--- config.mk ---
export PLATFORM = sky130hd
export DESIGN_NAME = rtbase_timer
export DESIGN_NICKNAME = d
export VERILOG_FILES = /design/src/rtl/rtb_pkg.sv /design/src/rtl/rtb_divstage.sv /design/src/rtl/rtb_counter.sv /design/src/rtl/rtb_subnode.sv /design/src/rtl/rtbase_timer.sv
export SDC_FILE = /design/constraint.sdc
export NUM_CORES = 1
export LEC_CHECK = 0
export ABC_AREA = 1
export BUFFER_PORTS_ARGS = -buffer_cell sky130_fd_sc_hd__clkbuf_2
export CAP_MARGIN = 20
export CORE_ASPECT_RATIO = 1.1
export CORE_MARGIN = 4
export CORE_UTILIZATION = 40
export CTS_CLUSTER_SIZE = 28
export DETAILED_ROUTE_END_ITERATION = 10
export SYNTH_ARGS = -nofsm -noshare
export SYNTH_HDL_FRONTEND = slang
export SYNTH_SLANG_ARGS = --single-unit
--- constraint.sdc ---
create_clock -name clk_i -period 5.05 [get_ports clk_i]
set_clock_uncertainty 0.2 [all_clocks]
set_input_delay 1.2625 -clock clk_i [delete_from_list [all_inputs] [get_ports clk_i]]
set_output_delay 1.2625 -clock clk_i [all_outputs]
set_load 0.005 [all_outputs]
--- src/rtl/rtb_pkg.sv ---
`timescale 1ns/1ps
package rtb_pkg;
  typedef enum logic [1:0] {
    RTB_CTRL    = 2'd0,
    RTB_COUNT   = 2'd1,
    RTB_RELOAD  = 2'd2,
    RTB_SUBNODE = 2'd3
  } rtb_reg_e;

  // interrupt-source register, bit 3 down to bit 0
  typedef struct packed {
    logic ext_en;
    logic ext_req;
    logic ovf_en;
    logic ovf_req;
  } rtb_sub_t;
endpackage

--- src/rtl/rtb_divstage.sv ---
`timescale 1ns/1ps
module rtb_divstage #(
  parameter int DIV = 32
) (
  input  logic clk_i,
  input  logic rst_ni,
  input  logic tick_i,
  input  logic use_i,
  output logic tick_o
);
  localparam int W = (DIV > 2) ? $clog2(DIV) : 1;
  localparam logic [W-1:0] LAST = W'(DIV - 1);

  logic [W-1:0] cnt_q, cnt_d;
  logic         wrap;

  assign wrap = (cnt_q == LAST);

  always_comb begin
    cnt_d = cnt_q;
    if (!use_i) begin
      cnt_d = '0;
    end else if (tick_i) begin
      cnt_d = wrap ? '0 : cnt_q + 1'b1;
    end
  end

  always_ff @(posedge clk_i or negedge rst_ni) begin
    if (!rst_ni) cnt_q <= '0;
    else         cnt_q <= cnt_d;
  end

  assign tick_o = use_i ? (tick_i && wrap) : tick_i;
endmodule

--- src/rtl/rtb_counter.sv ---
`timescale 1ns/1ps
module rtb_counter #(
  parameter int CNT_W = 16
) (
  input  logic             clk_i,
  input  logic             rst_ni,
  input  logic             step_i,
  input  logic             wr_i,
  input  logic [CNT_W-1:0] wdata_i,
  input  logic [CNT_W-1:0] reload_i,
  output logic [CNT_W-1:0] count_o,
  output logic             ovf_o
);
  logic [CNT_W-1:0] cnt_q, cnt_d;

  assign ovf_o = step_i && !wr_i && (cnt_q == {CNT_W{1'b1}});

  always_comb begin
    cnt_d = cnt_q;
    if (wr_i)        cnt_d = wdata_i;
    else if (ovf_o)  cnt_d = reload_i;
    else if (step_i) cnt_d = cnt_q + 1'b1;
  end

  always_ff @(posedge clk_i or negedge rst_ni) begin
    if (!rst_ni) cnt_q <= '0;
    else         cnt_q <= cnt_d;
  end

  assign count_o = cnt_q;
endmodule

--- src/rtl/rtb_subnode.sv ---
`timescale 1ns/1ps
module rtb_subnode
  import rtb_pkg::*;
(
  input  logic       clk_i,
  input  logic       rst_ni,
  input  logic       ovf_set_i,
  input  logic       ext_set_i,
  input  logic       wr_i,
  input  logic [3:0] wdata_i,
  output rtb_sub_t   sub_o,
  output logic       irq_o
);
  rtb_sub_t sub_q, sub_d;

  always_comb begin
    sub_d = sub_q;
    if (wr_i) sub_d = rtb_sub_t'(wdata_i);
    if (ovf_set_i) sub_d.ovf_req = 1'b1;
    if (ext_set_i) sub_d.ext_req = 1'b1;
  end

  always_ff @(posedge clk_i or negedge rst_ni) begin
    if (!rst_ni) sub_q <= '0;
    else         sub_q <= sub_d;
  end

  assign sub_o = sub_q;
  assign irq_o = (sub_q.ovf_req && sub_q.ovf_en) || (sub_q.ext_req && sub_q.ext_en);
endmodule

--- src/rtl/rtbase_timer.sv ---
`timescale 1ns/1ps
module rtbase_timer
  import rtb_pkg::*;
#(
  parameter int CNT_W  = 16,
  parameter int DIV_A  = 32,
  parameter int DIV_B  = 8,
  parameter int DATA_W = 16
) (
  input  logic              clk_i,
  input  logic              rst_ni,
  input  logic              tick_i,
  input  logic              ext_req_i,
  input  logic              wr_en_i,
  input  logic [1:0]        addr_i,
  input  logic [DATA_W-1:0] wdata_i,
  output logic [DATA_W-1:0] rdata_o,
  output logic [CNT_W-1:0]  count_o,
  output logic              irq_o
);
  localparam int CTRL_W = 2;

  // reset: asserted asynchronously, released on a clock edge
  logic rst_meta_q, rst_n_sync;
  always_ff @(posedge clk_i or negedge rst_ni) begin
    if (!rst_ni) begin
      rst_meta_q <= 1'b0;
      rst_n_sync <= 1'b0;
    end else begin
      rst_meta_q <= 1'b1;
      rst_n_sync <= rst_meta_q;
    end
  end

  rtb_reg_e sel;
  assign sel = rtb_reg_e'(addr_i);

  logic ctrl_wr, cnt_wr, rel_wr, sub_wr;
  assign ctrl_wr = wr_en_i && (sel == RTB_CTRL);
  assign cnt_wr  = wr_en_i && (sel == RTB_COUNT);
  assign rel_wr  = wr_en_i && (sel == RTB_RELOAD);
  assign sub_wr  = wr_en_i && (sel == RTB_SUBNODE);

  logic [CTRL_W-1:0] ctrl_q, ctrl_d;
  logic [CNT_W-1:0]  reload_q, reload_d;

  always_comb begin
    ctrl_d   = ctrl_q;
    reload_d = reload_q;
    if (ctrl_wr) ctrl_d   = wdata_i[CTRL_W-1:0];
    if (rel_wr)  reload_d = wdata_i[CNT_W-1:0];
  end

  always_ff @(posedge clk_i or negedge rst_n_sync) begin
    if (!rst_n_sync) begin
      ctrl_q   <= '0;
      reload_q <= '0;
    end else begin
      ctrl_q   <= ctrl_d;
      reload_q <= reload_d;
    end
  end

  logic tick_a, step;

  rtb_divstage #(.DIV(DIV_A)) u_div_a (
    .clk_i  (clk_i),
    .rst_ni (rst_n_sync),
    .tick_i (tick_i),
    .use_i  (ctrl_q[0]),
    .tick_o (tick_a)
  );

  rtb_divstage #(.DIV(DIV_B)) u_div_b (
    .clk_i  (clk_i),
    .rst_ni (rst_n_sync),
    .tick_i (tick_a),
    .use_i  (ctrl_q[1]),
    .tick_o (step)
  );

  logic ovf_pulse;

  rtb_counter #(.CNT_W(CNT_W)) u_cnt (
    .clk_i    (clk_i),
    .rst_ni   (rst_n_sync),
    .step_i   (step),
    .wr_i     (cnt_wr),
    .wdata_i  (wdata_i[CNT_W-1:0]),
    .reload_i (reload_q),
    .count_o  (count_o),
    .ovf_o    (ovf_pulse)
  );

  rtb_sub_t sub_q;

  rtb_subnode u_sub (
    .clk_i     (clk_i),
    .rst_ni    (rst_n_sync),
    .ovf_set_i (ovf_pulse),
    .ext_set_i (ext_req_i),
    .wr_i      (sub_wr),
    .wdata_i   (wdata_i[3:0]),
    .sub_o     (sub_q),
    .irq_o     (irq_o)
  );

  always_comb begin
    rdata_o = '0;
    unique case (sel)
      RTB_CTRL:    rdata_o[CTRL_W-1:0] = ctrl_q;
      RTB_COUNT:   rdata_o[CNT_W-1:0]  = count_o;
      RTB_RELOAD:  rdata_o[CNT_W-1:0]  = reload_q;
      RTB_SUBNODE: rdata_o[3:0]        = sub_q;
      default:     rdata_o = '0;
    endcase
  end
endmodule

-- Word level (Yosys, flattened, before mapping)
Cells that the tools add are included.
- register bits after elaboration: 48
- input port bits: 23
- output and inout bits: 33
- $add $sub $neg: 3
- equality and inequality tests: 8
- muxes and demuxes: 17
- reductions and logical operators: 16
- operator list (cell ; number):
    $mux 16 ; 3
    $pmux 12 s2 ; 1
    $add 16x1->16 const B ; 1
    $eq 16x16->1 const B ; 1
    $mux 5 ; 3
    $mux 3 ; 4
    $logic_and 1x1->1 ; 10
    $pmux 2 s4 ; 1
    $pmux 2 s3 ; 1
    $add 5x1->5 const B ; 1
    $eq 5x5->1 const B ; 1
    $eq 2x2->1 const B ; 2
    $mux 1 ; 4
    $reduce_bool 2->1 ; 2
    $add 3x1->3 const B ; 1
    $eq 3x3->1 const B ; 1
    $reduce_bool 3->1 ; 1
    $eq 2x1->1 const B ; 1
    $logic_not 2->1 ; 1
    $ne 2x1->1 const B ; 1
    $ne 2x2->1 const B ; 1
    $logic_not 1->1 ; 1
    $logic_or 1x1->1 ; 1

-- Longest topological paths before layout
- depth in word-level cells: 9
- mapped depth: 14

-- By module
From an unflattened synthesis, not the netlist that was laid out.
- cell total of the unflattened synthesis: 442
- area total of the unflattened synthesis: 3151.8 sq um
- modules (own cells, without submodules) (module ; times used ; cells an instance ; area each (sq um) ; sequential area each (sq um)):
    rtb_counter ; 1 ; 204 ; 1391.3 ; 400.4
    rtbase_timer ; 1 ; 161 ; 1147.4 ; 500.5
    rtb_divstage (u_div_a) ; 1 ; 36 ; 279.0 ; 125.1
    rtb_subnode ; 1 ; 22 ; 170.2 ; 100.1
    rtb_divstage (u_div_b) ; 1 ; 19 ; 163.9 ; 75.1

-- Worst setup path after synthesis
No wires, ideal clock.
- kind: input -> output
- from: input port addr_i[0]
- to: output port rdata_o[10]
- arrival time: 2.208 ns
- path slack: 1.379 ns
- stages: 6
- buffers on the path: 2
- cells stage by stage: inv_1 ha_1 clkbuf_1 clkbuf_1 nand2_1 a21oi_1
- word-level cells in the longest chain between the ends: 2
- elaborated cells on any way between the ends: 3
- classes of those cells: eq/ne: 2; mux: 1
- RTL lines (element ; RTL line ; text):
    from (decl) ; rtbase_timer.sv:15 ; input logic [1:0] addr_i,
    $eq 2x2->1 / $eq 2x1->1 (equally long branches) ; rtbase_timer.sv:110 ; unique case (sel)
    $pmux 12 s2 * ; rtbase_timer.sv:110 ;
    to (decl) ; rtbase_timer.sv:17 ; output logic [DATA_W-1:0] rdata_o,
Mark *: on every way between the ends. The rest lies on a longest branch, timed or not.

-- Worst setup path after layout
- from: input port addr_i[1]
- to: output port rdata_o[1]
- word-level cells in the longest chain between the ends: 2
- elaborated cells on any way between the ends: 5
- classes of those cells: eq/ne: 3; mux: 1; reduce/logical: 1
- RTL lines (element ; RTL line):
    $eq 2x2->1, or another cell as far along ; rtbase_timer.sv:110
    $pmux 2 s4 * ; rtbase_timer.sv:110
Marks and branches as above.

==> summary.md <==
| Metric | Value |
|---|---|
| Syn Nets | 463 |
| Rel. slew slack | 48.0% |
| # H-tree levels | 2 |
| LEAKAGE | 1.86 nW |
| Grt total ovfl | 0 |
| CTS Buf Count | 5 |
| Number of instances in the placed design | 578 |
| Ant. Diodes | 0 |
| Area after DPL | 3420 um^2 |
| Predominant post-synthesis flop cell | dfrtp_1 |
| Final count of hold timing violations | 0 |
| Crit path kind | in2out |
| Antenna-violating nets left | 0 |
| Worst path required time | 3.59 ns |
| DRT Pass-1 Iters | 4 |
| Sum Neg Setup Slack | 0 ns |
| Synth cell types | 31 |
| Die ar. | 9150 um^2 |
| Fin area | 3540 um^2 |
| Setup bufs post-CTS | 0 |
| Synthesized area per cell | 7.15 um^2 |
| Fin util | 47.4% |
| Die Height | 99.9 um |
| Clock Latency Late Sink | 0.31 ns |
| Cells after Synth | 430 |
| CORE AREA | 7470 um^2 |
| EDFF count, synth | 0 |
| Synth warnings | 0 |
| Area of the multi-input gates | 1550 um^2 |
| Share of layout cells above drive strength 1 | 18.5% |
| Avg WL per Cell | 13.4 um |
| Maximum operating frequency | 244 MHz |
| I/O pin count | 56 |
| Final Max Tran Viols | 0 |
| Sequential element share of the synthesized area | 39.1% |
| Area grow syn2layout | 15.2% |
| First-pass GRT wire length | 13.4 mm |
| DR vias/cell | 4.81 |
| Pin count of the biggest net entering global routing | 47 |
| Status | finished, final reports clean |
| Vias post-DR | 2824 |
| Synth Register Bits | 48 |
| Commonest cells in the netlist | 131 x nand2_1, 62 x inv_1, 48 x dfrtp_1 |
| Top post-synthesis cells by area | dfrtp_1 39%, nand2_1 16%, inv_1 7.6% |
| Routability cong. | 0.795 |
| # Max-Cap Violations | 0 |
| Most common cell in the netlist | nand2_1 |
| Reg clk slew, reported paths | 0.09 ns |
| CTS tree | done |
| Arrival time worst endpoint | 2.64 ns |
| PwrDens | 338 nW/um^2 |
| Tmin final | 4.10 ns |
| CTS root buf | clkbuf_8 |
| Worst Max-Slew Pin Slew | 0.781 ns |
| Worst vdd ir | 0.136 mV |
| Vias in the first global route | 2768 |
| Dominant cell type by area after synthesis | dfrtp_1 |
| Initial Utilization | 41.1% |
| Final Cycle Share | 81.2% |
| Drc violations | 0 |
| Hpwl dp | 5.64 mm |
| Post-Route WL | 7.85 mm |
| Worst hold path type | reg2async |
| Nets | 514 |
| FILL cells | 778 |
| Startpoint types | primary input |
| GRT Total Usage | 18.3% |
| RSZ-0062 raised after global routing | false |
| Clock Path Buffers | 2 |
| Die Wd | 91.6 um |
| Row Count | 33 |
| Final setup vio count | 0 |
| Fraction of registers with async set or reset after synthesis | 100% |
| Clock tree sinks | 48 |
| Initial antenna violation count | 0 |
| Kind of end point of the critical path | output pin |
| 1st-iter DRT viols | 138 |
| Input/output buffers | 55 |
| Crit path max fanout | 17 |
| Top cell type's share of synthesized area | 39.1% |
| Netlist Area Pre-Place | 3070 um^2 |
| Register area | 1200 um^2 |
| Finished Layout Cells | 587 |
| # hold bufs at CTS | 0 |
| Post-CTS sizing | 0 |
## routing by layer
| layer | global-route usage (%) | share of wire, % | vias to the layer above |
|---|---|---|---|
| met1 | 23.1 | 45 | 1287 |
| met5 | 0 | 0 | - |
| li1 | - | - | 1466 |
| met4 | 5.57 | 1.4 | 0 |
| met2 | 31.8 | 50 | 61 |
| met3 | 3.37 | 3.9 | 10 |
## flip-flops by register name, summed over array words and instances (netlist names)
signal and cells:
ctrl_q 2, rst_meta_q 1, u_sub.sub_o 4, rst_n_sync 1, u_cnt.count_o 16, u_div_b.cnt_q 3
u_div_a.cnt_q 5, reload_q 16
## report_power, final
group	total (mW)	switching (mW)	internal, mW	leakage (nW)
Sequential	0.583	0.119	0.463	0.602
Clock	0.243	0.131	0.112	0.0455
Combinational	0.370	0.209	0.162	1.21
## worst max-delay path, stage by stage
cell and delay [ns]:
clkbuf_2 0.10, inv_1 0.09, ha_1 0.67, a21oi_1 0.16, o21ai_0 0.20, clkbuf_2 0.14
## worst paths after layout
check	start	end	slack, ns	cells past startpoint
max	addr_i[1]	rdata_o[1]	0.95	6
min	rst_n_sync	reload_q[15]	0.06	0
max reg2reg	u_div_a.cnt_q[1]	u_cnt.count_o[13]	2.54	13
min reg2reg	rst_n_sync	reload_q[15]	0.06	0
max in group asynchronous	rst_ni	rst_n_sync	4.02	1
min in group clk_i	rst_meta_q	rst_n_sync	0.16	0
## placed cells by master (no fill, tap or decap), types with 5 or more instances in the layout
cell,Yosys,final
ha_1,10,10
nor2_1,25,25
nand2_1,131,131
inv_1,62,62
nand2_2,8,8
o21ai_0,33,33
o22ai_1,10,10
clkbuf_8,0,6
dfrtp_1,48,47
clkbuf_2,1,55
nand3_1,35,35
xor2_1,5,5
a21oi_1,17,17
## logic make-up after synthesis
logic type               Yosys count  synth area share, %
other                              1                0.122
multiplexers                       3                 1.10
flip-flops                        48                 39.1
XOR/XNOR                           7                 2.00
AO/OA/AOI/OAI                     64                 11.3
buffers and inverters             78                 10.4
AND/OR/NAND/NOR                  219                 31.9
adder cells (fa/ha/maj)           10                 4.07
## layout make-up
class	instances	share of cell area, %
Sequential cell	48	34.0
Tap cell	105	3.71
Timing Repair Buffer	60	9.40
Inverter	62	6.57
Clock buffer	8	2.54
Multi-Input combinational cell	304	43.8
## per-stage QoR
step | power, mW | hold WS (ns) | worst slack, ns
2_1_floorplan | 0.812 | 0.131 | 1.38
3_3_place_gp | 0.952 | 0.139 | 0.988
3_5_place_dp | 0.960 | 0.141 | 0.970
4_1_cts | 1.20 | 0.161 | 0.962
5_1_grt | 1.29 | 0.113 | 0.810
6_report | 1.20 | 0.0647 | 0.947
Power figures use the tool's default switching activity.
